File: src/rtl/bufevt_pkg.sv
package bufevt_pkg;
  localparam int DW = 16;
  localparam int CNT_W = 10;

  localparam logic [1:0] A_CFG  = 2'd0;
  localparam logic [1:0] A_EVT  = 2'd1;
  localparam logic [1:0] A_MISS = 2'd2;
  localparam logic [1:0] A_COL  = 2'd3;

  localparam int B_SW    = 6;
  localparam int B_DMA   = 7;
  localparam int B_RDY   = 8;
  localparam int B_UNDR  = 9;
  localparam int B_MISS  = 10;
  localparam int B_R128  = 11;
  localparam int B_MOVF  = 12;
  localparam int B_COVF  = 13;
  localparam int B_DEST  = 15;

  localparam logic [5:0]    CFG_ID    = 6'b001011;
  localparam logic [DW-1:0] CFG_WMASK = 16'hBF80;
endpackage

File: src/rtl/bufevt_cfg.sv
module bufevt_cfg
  import bufevt_pkg::*;
(
  input  logic          clk,
  input  logic          rst_n,
  input  logic          wr,
  input  logic [DW-1:0] wdata,
  input  logic          mask_r128,
  output logic [DW-1:0] cfg_rd,
  output logic [DW-1:0] en_eff,
  output logic          sw_req
);
  logic [DW-1:0] en_q;

  always_ff @(posedge clk) begin
    if (!rst_n) en_q <= '0;
    else if (wr) en_q <= wdata & CFG_WMASK;
  end

  always_comb begin
    cfg_rd = en_q;
    cfg_rd[5:0] = CFG_ID;
    en_eff = en_q;
    en_eff[B_SW] = 1'b1;
    if (mask_r128) en_eff[B_R128] = 1'b0;
  end

  assign sw_req = wr & wdata[B_SW];
endmodule

File: src/rtl/bufevt_latch.sv
module bufevt_latch
  import bufevt_pkg::*;
(
  input  logic          clk,
  input  logic          rst_n,
  input  logic [DW-1:0] set,
  input  logic          clr,
  output logic [DW-1:0] ev_q
);
  logic [DW-1:0] kept, nxt;

  always_comb begin
    kept = clr ? '0 : ev_q;
    nxt = kept | set;
    if (set[B_R128]) nxt[B_DEST] = 1'b0;
  end

  always_ff @(posedge clk) begin
    if (!rst_n) ev_q <= '0;
    else ev_q <= nxt;
  end
endmodule

File: src/rtl/bufevt_counter.sv
module bufevt_counter #(
  parameter int W = 10
) (
  input  logic         clk,
  input  logic         rst_n,
  input  logic         inc,
  input  logic         clr,
  output logic [W-1:0] cnt,
  output logic         half_cross
);
  localparam logic [W-1:0] HALF_M1 = {1'b0, {(W-1){1'b1}}};
  localparam logic [W-1:0] TOP = {W{1'b1}};

  always_ff @(posedge clk) begin
    if (!rst_n) cnt <= '0;
    else if (clr) cnt <= inc ? {{(W-1){1'b0}}, 1'b1} : '0;
    else if (inc && cnt != TOP) cnt <= cnt + 1'b1;
  end

  assign half_cross = inc & ~clr & (cnt == HALF_M1);
endmodule

File: src/rtl/bufevt_top.sv
module bufevt_top
  import bufevt_pkg::*;
(
  input  logic          clk,
  input  logic          rst_n,
  input  logic          host_wr,
  input  logic          host_rd,
  input  logic [1:0]    host_addr,
  input  logic [15:0]   host_wdata,
  output logic [15:0]   host_rdata,
  output logic          host_rvalid,
  input  logic          ev_rx_dma_done,
  input  logic          ev_tx_ready,
  input  logic          ev_tx_underrun,
  input  logic          ev_rx_miss,
  input  logic          ev_dest_match,
  input  logic          ev_rx128,
  input  logic          ev_tx_collision,
  input  logic          mode_auto_dma,
  input  logic          mode_dma_only,
  output logic          irq,
  output logic          tx_abandon
);
  logic [DW-1:0] cfg_rd, en_eff, ev_q, ev_set;
  logic          sw_req, miss_cross, col_cross;
  logic [CNT_W-1:0] miss_cnt, col_cnt;

  wire cfg_wr  = host_wr & (host_addr == A_CFG);
  wire evt_rd  = host_rd & (host_addr == A_EVT);
  wire miss_rd = host_rd & (host_addr == A_MISS);
  wire col_rd  = host_rd & (host_addr == A_COL);

  bufevt_cfg u_cfg (
    .clk(clk), .rst_n(rst_n), .wr(cfg_wr), .wdata(host_wdata),
    .mask_r128(mode_auto_dma | mode_dma_only),
    .cfg_rd(cfg_rd), .en_eff(en_eff), .sw_req(sw_req)
  );

  bufevt_counter #(.W(CNT_W)) u_miss (
    .clk(clk), .rst_n(rst_n), .inc(ev_rx_miss), .clr(miss_rd),
    .cnt(miss_cnt), .half_cross(miss_cross)
  );

  bufevt_counter #(.W(CNT_W)) u_col (
    .clk(clk), .rst_n(rst_n), .inc(ev_tx_collision), .clr(col_rd),
    .cnt(col_cnt), .half_cross(col_cross)
  );

  always_comb begin
    ev_set = '0;
    ev_set[B_SW]   = sw_req;
    ev_set[B_DMA]  = ev_rx_dma_done;
    ev_set[B_RDY]  = ev_tx_ready;
    ev_set[B_UNDR] = ev_tx_underrun;
    ev_set[B_MISS] = ev_rx_miss;
    ev_set[B_R128] = ev_rx128;
    ev_set[B_MOVF] = miss_cross;
    ev_set[B_COVF] = col_cross;
    ev_set[B_DEST] = ev_dest_match;
  end

  bufevt_latch u_evt (
    .clk(clk), .rst_n(rst_n), .set(ev_set), .clr(evt_rd), .ev_q(ev_q)
  );

  assign irq = |(ev_q & en_eff);

  always_ff @(posedge clk) begin
    if (!rst_n) begin
      host_rdata  <= '0;
      host_rvalid <= 1'b0;
      tx_abandon  <= 1'b0;
    end else begin
      host_rvalid <= host_rd;
      tx_abandon  <= ev_tx_underrun;
      if (host_rd) begin
        case (host_addr)
          A_CFG:   host_rdata <= cfg_rd;
          A_EVT:   host_rdata <= ev_q;
          A_MISS:  host_rdata <= {{(DW-CNT_W){1'b0}}, miss_cnt};
          default: host_rdata <= {{(DW-CNT_W){1'b0}}, col_cnt};
        endcase
      end
    end
  end
endmodule

File: config.mk
export PLATFORM = sky130hd
export DESIGN_NAME = bufevt_top
export DESIGN_NICKNAME = d
export VERILOG_FILES = /design/src/rtl/bufevt_pkg.sv /design/src/rtl/bufevt_cfg.sv /design/src/rtl/bufevt_latch.sv /design/src/rtl/bufevt_counter.sv /design/src/rtl/bufevt_top.sv
export SDC_FILE = /design/constraint.sdc
export NUM_CORES = 1
export LEC_CHECK = 0
export BUFFER_PORTS_ARGS = -buffer_cell sky130_fd_sc_hd__buf_4
export CORE_ASPECT_RATIO = 0.8
export CORE_UTILIZATION = 45
export CTS_CLUSTER_SIZE = 10
export DETAILED_ROUTE_END_ITERATION = 10
export PLACE_DENSITY = 0.71
export SLEW_MARGIN = 10
export SYNTH_ARGS = -nofsm -noshare
export SYNTH_HDL_FRONTEND = slang
export SYNTH_HIERARCHICAL = 1
export SYNTH_SLANG_ARGS = --single-unit
File: constraint.sdc
create_clock -name clk -period 1.77 [get_ports clk]
set_input_delay 0.2655 -clock clk [delete_from_list [all_inputs] [get_ports clk]]
set_output_delay 0.2655 -clock clk [all_outputs]
set_load 0.01 [all_outputs]
==> reports/metrics.yaml <==
outcome: "complete, no violations"
rsz0062_at_grt: "true"
dp_hpwl_um: 5350
wl_per_cell_um: 15.3
antenna_found_initial: 0
routed_wl_um: 7490
cts_tree: "done"
max_cap_viol_count: 0
fp.dieArea_sq_um: 7580
syn_area_sq_um: 3250
avgSynthCellArea_sq_um: 9.32
max_freq_ghz: 0.572
initial_utilization_pct: 47.0
clk_latency_ns: 0.33
yosysMostFrequentCell: "dfxtp_1"
slew_viol_final: 0
power_frac_seq_pct: 47.8
cts_num_sinks: 62
synth_top_area_cell: "dfxtp_1"
grt_start_max_net_pins: 27
pwr-share-clk_pct: 38.6
ant_nets: 0
cts_buffers: 9
seqCellArea_sq_um: 1240
finalClockSkew_ns: 0.00531
fillerInstances: 619
rows: 27
powerDensity_nw_per_um2: 836
synth_flop_cell: "dfxtp_1"
clk_pin_slew_ns: 0.07
dieHeight_um: 78.1
cts_hold_buf: 0
synth.distinct_cells: 46
n_antenna_cell: 0
setup_viol_count_final: 0
grt_pass1_wl_um: 12600
gp_congestion: 0.898
vias_per_cell: 5.49
drc_errors: 0
ys_top_cells_by_area: "dfxtp_1 (38%), mux2i_1 (11%), buf_4 (5.5%)"
critical_path_arrival_ns: 1.48
synth_top_area_share_pct: 38.1
drtIter0Drc: 137
multi_input_area_sq_um: 1800
portBuffers: 42
swShare_pct: 25.3
grt_overflow: 0
grt_pass1_vias: 2546
vias: 2677
power_mw: 3.15
final_cell_area_sq_um: 3770
place_area_sq_um: 3560
yosysSeqAreaShare_pct: 38.1
post-route-min-period_ns: 1.75
hold_ws_ns: 0.142
ys_seq_elements: 62
p_comb_share_pct: 13.5
crit_slowest_cell: "dfxtp_2"
syn_inst: 349
synth-edff-count: 0
die_w_um: 97.1
finalHoldViolations: 0
p_leak_nw: 1.68
cp_top_family: "compound AO/OA/AOI/OAI gates"
ys_warn_count: 6
fin_nets: 430
design.core.area_sq_um: 6930
cp_data_required_time_ns: 1.50
ys_top_cells_by_count: "dfxtp_1 (62), mux2i_1 (36), buf_4 (24), nor2b_1 (24), nand2_1 (23)"
post-route-util_pct: 54.4
hold_class: "in -> reg"
layout-drive-gt1-share_pct: 22.2
fin_crit_sh_pct: 98.8
htree_levels: 3
grt_usage_pct: 20.8
end_kind: "output pin"
slowest_delay_ns: 0.32
path_cells: "nor2b_1 > a22o_1 > a221oi_2 > nand4_1 > buf_4"
p_sw_mw: 0.797
path_buf_inv: 1
worstSetupStartpointType: "flop"
cts_root_buf: "clkbuf_8"
areaGrowthSynthToFinish_pct: 15.8
dp.cells: 473
ir_drop_uv: 501
crit_path_max_fanout: 3
io_pins: 50
critical_path_class: "reg -> out"
dr.pass1.iters: 5
p_int_mw: 2.35
final_cells: 488
clock_path_buffers: 2
async_flop_share_pct: 0
-- cell usage in the layout, fill, tap and decap left out, types with 3 or more instances in the layout --
cell       n
conb_1    23
buf_4     56
dfxtp_1   61
nor3_1     8
a21o_1     7
and2_1     5
nand4_1    7
mux2i_1   36
nand3_1    4
nand2_1   23
o21ai_0   17
a22o_1     4
a31oi_1    4
a21oi_1    6
and4_1     6
nor2_1    11
o22ai_1   12
clkbuf_8  10
nand2b_1   5
a211oi_1   6
a21o_2     3
a221oi_2   3
and3_1     7
and2b_2    5
o21a_1    14
nor2b_1   24
-- power groups by stage --
stage | Clock (mW) | Combinational [mW] | Sequential, mW
after floorplan | 0 | 0.284 | 1.54
after global placement | 0 | 0.409 | 1.53
after detailed placement | 0 | 0.419 | 1.54
after CTS | 1.24 | 0.423 | 1.50
after global routing | 1.32 | 0.470 | 1.52
final | 1.22 | 0.427 | 1.51
-- final cells by class --
class,count,area share (%)
multi-input cells,267,47.9
well taps,87,2.89
clock inverters,4,1.26
clock buffers,11,3.75
flip-flops and latches,62,33.0
inverters,1,0.0996
repair buffers,56,11.2
-- final timing paths --
| check | to | from | depth (start not counted) | slack, ns |
|---|---|---|---|---|
| setup / recovery | irq | u_cfg/en_q[11] | 5 | 0.02 |
| hold / removal | u_evt/ev_q[7] | ev_rx_dma_done | 2 | 0.14 |
| setup reg to reg | u_col/cnt[5] | u_col/cnt[1] | 5 | 0.13 |
| hold reg to reg | host_rdata[14] | host_rdata[14] | 2 | 0.46 |
-- flip-flops by register name (all words and copies together) (netlist names) --
| signal | cells |
|---|---|
| host_rvalid | 1 |
| tx_abandon | 1 |
| u_cfg/en_q | 8 |
| u_miss/cnt | 10 |
| u_evt/ev_q | 16 |
| host_rdata | 16 |
| u_col/cnt | 10 |
-- per-layer routing --
layer  routed length (um)  vias to the layer above  track usage, %  part of all wire, %
met2                 3330                       66            31.4                   44
met5                    0                        -               0                    0
met4                   55                        0            7.46                 0.73
met1                 3780                     1284            28.7                   50
met3                  327                        4            5.34                  4.4
li1                     -                     1323               -                    -
-- per-stage QoR --
| step | setup slack, ns | TNS, ns |
|---|---|---|
| floorplan | 0.145 | 0 |
| global placement | 0.204 | 0 |
| detailed placement | 0.177 | 0 |
| CTS | 0.00924 | 0 |
| global route | -0.0436 | -0.0436 |
| finish | 0.0208 | 0 |
-- kinds of logic after synthesis --
| logic type | synth area share [%] |
|---|---|
| compound gates | 18.4 |
| xor+xnor | 0.538 |
| fa+ha+maj | 0.769 |
| buf+inv | 9.50 |
| flops | 38.1 |
| mux | 11.1 |
| other cells | 0.346 |
| simple gates | 21.3 |
-- what timing repair did --
action                     4_1_cts  5_1_grt
setup buffers                    0        0
resized for setup                2        2
setup endpoints to repair        1        1
Power figures use the tool's default switching activity.
